**src/rtl/hcd_pkg.sv**
```systemverilog
// Shared types for the Hall commutation decoder.
// Assumes three phases; step index 7 marks an illegal or absent code.
package hcd_pkg;

    typedef enum logic [2:0] {
        STEP_0   = 3'd0,
        STEP_1   = 3'd1,
        STEP_2   = 3'd2,
        STEP_3   = 3'd3,
        STEP_4   = 3'd4,
        STEP_5   = 3'd5,
        STEP_OFF = 3'd7
    } step_t;

    // One conduction pair: one-hot high side, one-hot low side, bit 0 = phase 1.
    typedef struct packed {
        logic [2:0] hi;
        logic [2:0] lo;
    } gate_pair_t;

    // Identity of the present commutation state; any change starts a dead band.
    typedef struct packed {
        logic  dir;
        step_t step;
    } comm_key_t;

    localparam gate_pair_t PAIR_OFF = '{hi: 3'b000, lo: 3'b000};

endpackage

```
**src/rtl/hall_input_filter.sv**
```systemverilog
// Synchronises the asynchronous sensor bits with two flops, then accepts a
// code only after it has stayed unchanged for FILT_CLKS consecutive clocks.
// Assumes FILT_CLKS >= 1. Reset value 000 is an illegal code, so outputs stay off.
module hall_input_filter #(
    parameter int FILT_CLKS = 4
) (
    input  logic       clk,
    input  logic       rst_n,
    input  logic [2:0] hall_i,
    output logic [2:0] code_o
);
    localparam int CW = $clog2(FILT_CLKS + 1);

    logic [2:0]    sync1_q;
    logic [2:0]    sync2_q;
    logic [2:0]    cand_q;
    logic [CW-1:0] stable_q;
    logic [2:0]    accepted_q;

    // Two-flop synchroniser plus stability counter and accepted-code register.
    always_ff @(posedge clk) begin
        if (!rst_n) begin
            sync1_q    <= 3'b000;
            sync2_q    <= 3'b000;
            cand_q     <= 3'b000;
            stable_q   <= '0;
            accepted_q <= 3'b000;
        end else begin
            sync1_q <= hall_i;
            sync2_q <= sync1_q;
            cand_q  <= sync2_q;
            if (sync2_q != cand_q) begin
                stable_q <= '0;
            end else if (stable_q < CW'(FILT_CLKS)) begin
                stable_q <= stable_q + 1'b1;
            end
            if ((sync2_q == cand_q) && (stable_q >= CW'(FILT_CLKS - 1))) begin
                accepted_q <= cand_q;
            end
        end
    end

    assign code_o = accepted_q;

    // a newly accepted code has been present at the synchroniser output.
    assert_accept_from_sync_R8: assert property (@(posedge clk) disable iff (!rst_n)
        (accepted_q != $past(accepted_q)) |-> (accepted_q == $past(sync2_q)));

    // the stability counter never runs past its window.
    assert_filter_bound_R8: assert property (@(posedge clk) disable iff (!rst_n)
        stable_q <= CW'(FILT_CLKS));

endmodule

```
**src/rtl/commutation_table.sv**
```systemverilog
// Combinational lookup from an accepted sensor code and direction to a step
// index and conduction pair. Reverse is made by inverting the code before the
// single forward table. Codes 000 and 111 give STEP_OFF and no conduction.
module commutation_table
    import hcd_pkg::*;
(
    input  logic       [2:0] code_i,
    input  logic             dir_i,
    output step_t            step_o,
    output gate_pair_t       pair_o
);
    logic [2:0] eff_code;

    // Invert the code for reverse rotation.
    always_comb eff_code = dir_i ? ~code_i : code_i;

    // Forward table: source phase on the high side, sink phase on the low side.
    always_comb begin
        unique case (eff_code)
            3'b101: begin step_o = STEP_0; pair_o = '{hi: 3'b010, lo: 3'b001}; end
            3'b100: begin step_o = STEP_1; pair_o = '{hi: 3'b100, lo: 3'b001}; end
            3'b110: begin step_o = STEP_2; pair_o = '{hi: 3'b100, lo: 3'b010}; end
            3'b010: begin step_o = STEP_3; pair_o = '{hi: 3'b001, lo: 3'b010}; end
            3'b011: begin step_o = STEP_4; pair_o = '{hi: 3'b001, lo: 3'b100}; end
            3'b001: begin step_o = STEP_5; pair_o = '{hi: 3'b010, lo: 3'b100}; end
            default: begin step_o = STEP_OFF; pair_o = PAIR_OFF; end
        endcase
    end

endmodule

```
**src/rtl/deadtime_sequencer.sv**
```systemverilog
// Holds the present conduction pair. On any change of step or direction it
// drives no pair for max(dead_clks_i,1) clocks, then takes the new pair.
// Assumes the target pair depends only on the key.
module deadtime_sequencer
    import hcd_pkg::*;
#(
    parameter int DT_W = 6
) (
    input  logic              clk,
    input  logic              rst_n,
    input  comm_key_t         key_i,
    input  gate_pair_t        target_i,
    input  logic [DT_W-1:0]   dead_clks_i,
    output gate_pair_t        pair_o
);
    comm_key_t        key_q;
    logic [DT_W-1:0]  wait_q;
    gate_pair_t       pair_q;

    // Detect key changes, run the dead band counter, then load the new pair.
    always_ff @(posedge clk) begin
        if (!rst_n) begin
            key_q  <= '{dir: 1'b0, step: STEP_OFF};
            wait_q <= '0;
            pair_q <= PAIR_OFF;
        end else if (key_i != key_q) begin
            key_q  <= key_i;
            pair_q <= PAIR_OFF;
            wait_q <= (dead_clks_i == '0) ? '0 : dead_clks_i - 1'b1;
        end else if (wait_q != '0) begin
            wait_q <= wait_q - 1'b1;
        end else begin
            pair_q <= target_i;
        end
    end

    assign pair_o = pair_q;

    // the cycle after a change of step or direction carries no pair.
    assert_change_blanks_R7: assert property (@(posedge clk) disable iff (!rst_n)
        (key_i != key_q) |=> (pair_q == PAIR_OFF));

    // a pair only appears when the key has stayed put.
    assert_pair_after_band_R7: assert property (@(posedge clk) disable iff (!rst_n)
        ((pair_q != PAIR_OFF) && ($past(pair_q) == PAIR_OFF)) |-> $stable(key_q));

endmodule

```
**src/rtl/bridge_gate_stage.sv**
```systemverilog
// Registered output stage. The high side follows the pair while running; the
// low side is also gated by the PWM input and by a current-limit latch that
// holds until the next PWM rising edge. Assumes PWM, limit, start and fault
// are synchronous to clk.
module bridge_gate_stage
    import hcd_pkg::*;
(
    input  logic        clk,
    input  logic        rst_n,
    input  gate_pair_t  pair_i,
    input  logic        start_i,
    input  logic        fault_i,
    input  logic        pwm_i,
    input  logic        ilim_i,
    output logic [2:0]  hs_en_o,
    output logic [2:0]  ls_en_o
);
    logic       run;
    logic       pwm_q;
    logic       limit_hold_q;
    logic       ls_allow;
    logic [2:0] hs_q;
    logic [2:0] ls_q;

    // Run when started and no fault; low side also needs PWM and no limit.
    always_comb begin
        run      = start_i && !fault_i;
        ls_allow = run && pwm_i && !ilim_i && !limit_hold_q;
    end

    // Current-limit latch: set by the flag, cleared on the next PWM rise.
    always_ff @(posedge clk) begin
        if (!rst_n) begin
            pwm_q        <= 1'b0;
            limit_hold_q <= 1'b0;
        end else begin
            pwm_q <= pwm_i;
            if (ilim_i) begin
                limit_hold_q <= 1'b1;
            end else if (pwm_i && !pwm_q) begin
                limit_hold_q <= 1'b0;
            end
        end
    end

    // Output registers for the six gate enables.
    always_ff @(posedge clk) begin
        if (!rst_n) begin
            hs_q <= 3'b000;
            ls_q <= 3'b000;
        end else begin
            hs_q <= run ? pair_i.hi : 3'b000;
            ls_q <= ls_allow ? pair_i.lo : 3'b000;
        end
    end

    assign hs_en_o = hs_q;
    assign ls_en_o = ls_q;

    // at most one high-side and one low-side switch at a time.
    assert_hs_onehot_R9: assert property (@(posedge clk) disable iff (!rst_n)
        $onehot0(hs_q));
    assert_ls_onehot_R9: assert property (@(posedge clk) disable iff (!rst_n)
        $onehot0(ls_q));

    // never both switches of one phase.
    assert_no_shoot_R9: assert property (@(posedge clk) disable iff (!rst_n)
        (hs_q & ls_q) == 3'b000);

    // stop or fault clears every enable in the next cycle.
    assert_stop_off_R5: assert property (@(posedge clk) disable iff (!rst_n)
        (!start_i || fault_i) |=> (hs_q == 3'b000 && ls_q == 3'b000));

    // the limit flag blanks the low side in the next cycle.
    assert_limit_blank_R4: assert property (@(posedge clk) disable iff (!rst_n)
        ilim_i |=> (ls_q == 3'b000));

    // low side never conducts in a cycle after PWM was low.
    assert_pwm_gate_R3: assert property (@(posedge clk) disable iff (!rst_n)
        !pwm_i |=> (ls_q == 3'b000));

endmodule

```
**src/rtl/hall_commutator.sv**
```systemverilog
// Top level: sensor filter, commutation lookup, dead band sequencer and
// registered gate stage. All control inputs except hall_i are synchronous.
module hall_commutator
    import hcd_pkg::*;
#(
    parameter int FILT_CLKS = 4,
    parameter int DT_W      = 6
) (
    input  logic            clk,
    input  logic            rst_n,
    input  logic [2:0]      hall_i,
    input  logic            dir_i,
    input  logic            start_i,
    input  logic            fault_i,
    input  logic            pwm_i,
    input  logic            ilim_i,
    input  logic [DT_W-1:0] dead_clks_i,
    output logic [2:0]      hs_en_o,
    output logic [2:0]      ls_en_o
);
    logic [2:0]  code;
    step_t       step;
    gate_pair_t  target;
    gate_pair_t  active;
    comm_key_t   key;

    hall_input_filter #(.FILT_CLKS(FILT_CLKS)) u_filter (
        .clk    (clk),
        .rst_n  (rst_n),
        .hall_i (hall_i),
        .code_o (code)
    );

    commutation_table u_table (
        .code_i (code),
        .dir_i  (dir_i),
        .step_o (step),
        .pair_o (target)
    );

    // Key that identifies the commutation state for the dead band logic.
    always_comb key = '{dir: dir_i, step: step};

    deadtime_sequencer #(.DT_W(DT_W)) u_deadtime (
        .clk         (clk),
        .rst_n       (rst_n),
        .key_i       (key),
        .target_i    (target),
        .dead_clks_i (dead_clks_i),
        .pair_o      (active)
    );

    bridge_gate_stage u_gates (
        .clk     (clk),
        .rst_n   (rst_n),
        .pair_i  (active),
        .start_i (start_i),
        .fault_i (fault_i),
        .pwm_i   (pwm_i),
        .ilim_i  (ilim_i),
        .hs_en_o (hs_en_o),
        .ls_en_o (ls_en_o)
    );

    // an illegal accepted code never yields a conduction pair.
    assert_illegal_off_R6: assert property (@(posedge clk) disable iff (!rst_n)
        ((code == 3'b000) || (code == 3'b111)) |=> (active == PAIR_OFF));

endmodule

```
**config.mk**
```make
export PLATFORM = sky130hd
export DESIGN_NAME = hall_commutator
export DESIGN_NICKNAME = d
export VERILOG_FILES = /design/src/rtl/hcd_pkg.sv /design/src/rtl/hall_input_filter.sv /design/src/rtl/commutation_table.sv /design/src/rtl/deadtime_sequencer.sv /design/src/rtl/bridge_gate_stage.sv /design/src/rtl/hall_commutator.sv
export SDC_FILE = /design/constraint.sdc
export NUM_CORES = 1
export LEC_CHECK = 0
export BUFFER_PORTS_ARGS = -buffer_cell sky130_fd_sc_hd__buf_2
export CAP_MARGIN = 20
export CORE_UTILIZATION = 60
export CTS_BUF_LIST = sky130_fd_sc_hd__clkbuf_8
export DETAILED_ROUTE_END_ITERATION = 8
export GPL_ROUTABILITY_DRIVEN = 0
export PLACE_DENSITY_LB_ADDON = 0.15
export SLEW_MARGIN = 10
export SYNTH_ARGS = -nofsm -noshare
export SYNTH_HDL_FRONTEND = slang
export SYNTH_SLANG_ARGS = --single-unit
```
**constraint.sdc**
```tcl
create_clock -name clk -period 2.3 [get_ports clk]
set_input_delay 0.115 -clock clk [delete_from_list [all_inputs] [get_ports clk]]
set_output_delay 0.115 -clock clk [all_outputs]
set_load 0.01 [all_outputs]
```
==> metrics <==
largest net degree at the start of global routing=32; worst clock skew=0.003967 ns; global-route wire length before repair=6306 µm; uppermost metal layer occupied by signal nets=met4; Floorplan Core Area=0.003053 mm²; Net count, final=260; effective utilization at floorplan=0.6324; CTS Hold Buffers Added=0; Post-Synthesis Cell Area=0.001931 mm²; via count of the first global-routing pass=1455; aggregate negative setup slack=0 ns; number of remaining DRC errors=0; transition time at the pin with the least slew margin=around 0.51 ns; share of synthesized area occupied by flip-flops and latches=0.4044; Post-Route M1 WL=1545 µm; count of state elements after synthesis=39; prevailing post-synth register cell=sky130_fd_sc_hd__dfxtp_1; kind of start point of the critical path=register; hold path start=hall_i[2]; proportion of layout cells with a drive suffix above 1=0.1792; Via density=5.398; synthesized net count=239; clock slew at reported path FFs=0.07 ns; largest cells by area after synthesis=sky130_fd_sc_hd__dfxtp_1 40%, sky130_fd_sc_hd__mux2i_1 5.7%, sky130_fd_sc_hd__and2_1 5.5%; Slew headroom=0.6549; DIE HEIGHT=58.73 µm; gr usage total=0.2427; highest ir drop seen on vdd=0.4114 mV; leakage=0.9471 nW; CTS tree=built; global route overflow=0; result of the run=complete, no violations; WL per Instance=between 10 and 15 µm; number of instances in the synthesized netlist=around 220; number of maximum-capacitance violations=0; R2R depth=6; CTS-repair resized insts=0; top cells by instance count after synthesis=39 x sky130_fd_sc_hd__dfxtp_1, 18 x sky130_fd_sc_hd__nand2_1, 17 x sky130_fd_sc_hd__and2_1, 17 x sky130_fd_sc_hd__nor2_1, 13 x sky130_fd_sc_hd__o21ai_0; logic gate share of total power=0.149; Worst Hold Depth=2; length of the first detailed-routing pass in iterations=4; fin crit share=0.8835; hpwl dp=2574 µm; P_sw=385.2 µW; number of endpoints failing setup at the final stage=0; Worst Setup End Kind=register; setup repair after global routing missed its margin=false; Worst path slowest cell=sky130_fd_sc_hd__mux2_2; Met3 Routed Length=158 µm; Syn Area/Cell=8.856 µm²; Power, Total=1.637 mW; FMAX=492.1 MHz; number of filler instances in the final layout=260; number of buffers on the longest clock path=2; Post-CTS Repair Setup Buffers=0; switching share of power=0.2353; startpoint of the worst register-to-register path=u_filter.code_o[1]; clock sinks=39; number of buffers added on ports=21; cells traversed along the worst timing path=buf_4 -> xnor2_1 -> nand3b_1 -> a311o_1 -> a22oi_2 -> mux2_2; Hold Crit Endpoint=u_filter.sync1_q[2]; endpoint of the most critical register-to-register path=u_deadtime.wait_q[2]; DRT Wirelength=3541 µm; worst setup path startpoint=u_filter.code_o[1]; Tmin final=between 2 and 2.5 ns; required time of the worst setup path=around 2.5 ns; number of I/O pins=22; clock network power share=0.401; antenna violations before repair=0; number of enable-type register cells in the synthesized netlist=0; site row count=20; remaining antenna violation count=0; total number of vias=1533; classification of the worst setup path=reg -> reg; DRC marker count from the first detailed-route iteration=55; CP peak stage delay=0.37 ns; largest driver fanout on the critical path=14; P_int=~1.3 mW; width of the die=between 50 and 60 µm; full die area=0.003449 mm²; Diodes inserted=0; area leader, netlist=sky130_fd_sc_hd__dfxtp_1; area fraction of the dominant cell type after synthesis=0.4044; arrival time at the worst endpoint=2.21 ns; cts bufs inserted=5; path class of the lowest-slack min-delay path=in -> reg; Netlist cell types=40; routed length on met2=1765 µm; Area Overhead vs Synth=13.93%; share of async-settable or async-resettable flops after synthesis=0; total count of max-transition violations in the final report=0; H-tree depth=2; number of warnings printed during yosys synthesis=0; leading cell type by number of instances after synthesis=sky130_fd_sc_hd__dfxtp_1; sequential power share=0.450; cell chosen for the clock root=sky130_fd_sc_hd__clkbuf_8; clock latency of the later-clocked register in the worst-skew pair=0.29 ns; reg-to-reg slack, setup=roughly 0.27 ns; final hold violation count=0; power density cells=744.3 mW/mm²
-- cells in the final DEF, fill, tap and decap left out, drive strengths merged, types with 6 or more instances in the layout --
cell type | synthesis | routed
nand2b | 8 | 8
inv | 6 | 7
o21ai | 13 | 13
buf | 4 | 25
and2 | 17 | 17
and3 | 7 | 7
dfxtp | 39 | 39
nand2 | 18 | 18
nor2 | 17 | 17
mux2i | 11 | 11
xnor2 | 8 | 8
mux2 | 6 | 6
-- cells by family (layout without fill, tap and decap cells) --
group | Yosys count | in the layout | share of synthesized area
XOR/XNOR | 13 | 13 | 0.05898
AND/OR/NAND/NOR | 95 | 95 | 0.2651
buffers and inverters | 17 | 39 | 0.03953
AO/OA/AOI/OAI | 32 | 32 | 0.1056
adder cells (fa/ha/maj) | 5 | 5 | 0.03240
flip-flops | 39 | 39 | 0.4044
multiplexers | 17 | 17 | 0.09397
-- power by group through the flow --
stage	Clock, mW	Sequential, mW	Combinational (mW)
floorplan	0	0.746	0.195
global placement	0	0.751	0.229
detailed placement	0	0.752	0.242
CTS	0.668	0.737	0.244
global route	0.702	0.742	0.273
finish	0.656	0.737	0.244
-- metrics by stage --
| stage | setup slack [ns] | utilization | cells | hold slack [ns] | cell area (µm²) |
|---|---|---|---|---|---|
| final | 0.2679 | 0.7205 | 284 | 0.03132 | 2200 |
| after global routing | 0.1243 | 0.7205 | 284 | 0.03628 | 2200 |
| after CTS | 0.2735 | 0.7205 | 284 | 0.02530 | 2200 |
| after detailed placement | 0.3164 | 0.6770 | 276 | 0.3314 | 2067 |
| after global placement | 0.4037 | 0.6770 | 276 | 0.3216 | 2067 |
| after floorplan | 0.3497 | - | 218 | 0.2367 | 1931 |
-- worst max-delay path: cells and delay by family (launching register included) --
family / cells / cell delay [ns]
XOR/XNOR: 1 / 0.30
AND/OR/NAND/NOR: 1 / 0.12
AO/OA/AOI/OAI: 2 / 0.63
multiplexers: 1 / 0.37
buffers and inverters: 1 / 0.18
flip-flops: 1 / 0.33
-- layout make-up --
type / count / area (µm²) / share of cell area
clock inverter: 3 / 63.81 / 0.02901
clock buffer: 5 / 68.82 / 0.03129
timing repair buffer: 25 / 135.1 / 0.06143
inverter: 6 / 22.52 / 0.01024
tap: 44 / 55.05 / 0.02503
sequential: 39 / 780.7 / 0.3549
multi-input combinational: 162 / 1074 / 0.4881
-- worst max path at each step --
| stage | to | slack, ns |
|---|---|---|
| after floorplan | u_deadtime.wait_q[3] | 0.35 |
| after global placement | u_deadtime.wait_q[5] | 0.40 |
| after detailed placement | u_deadtime.pair_o[2] | 0.32 |
| after CTS | u_deadtime.wait_q[4] | 0.27 |
| after global routing | u_deadtime.wait_q[0] | 0.12 |
| final | u_deadtime.wait_q[2] | 0.27 |
-- registers in the layout, indices dropped and copies added, names as in the netlist --
signal / flops
u_gates.ls_en_o: 3
u_deadtime.wait_q: 6
u_gates.hs_en_o: 3
u_gates.pwm_q: 1
u_filter.code_o: 3
u_deadtime.pair_o: 6
u_gates.limit_hold_q: 1
u_filter.sync2_q: 3
u_deadtime.key_q: 4
u_filter.stable_q: 3
u_filter.cand_q: 3
u_filter.sync1_q: 3
-- per-layer routing --
| metal | global-route usage | vias up |
|---|---|---|
| li1 | - | 785 |
| met1 | 0.2804 | 701 |
| met2 | 0.4269 | 38 |
| met3 | 0.05934 | 9 |
| met4 | 0.09864 | 0 |
| met5 | 0 | - |
No activity file was read; power rests on OpenSTA's default activity.
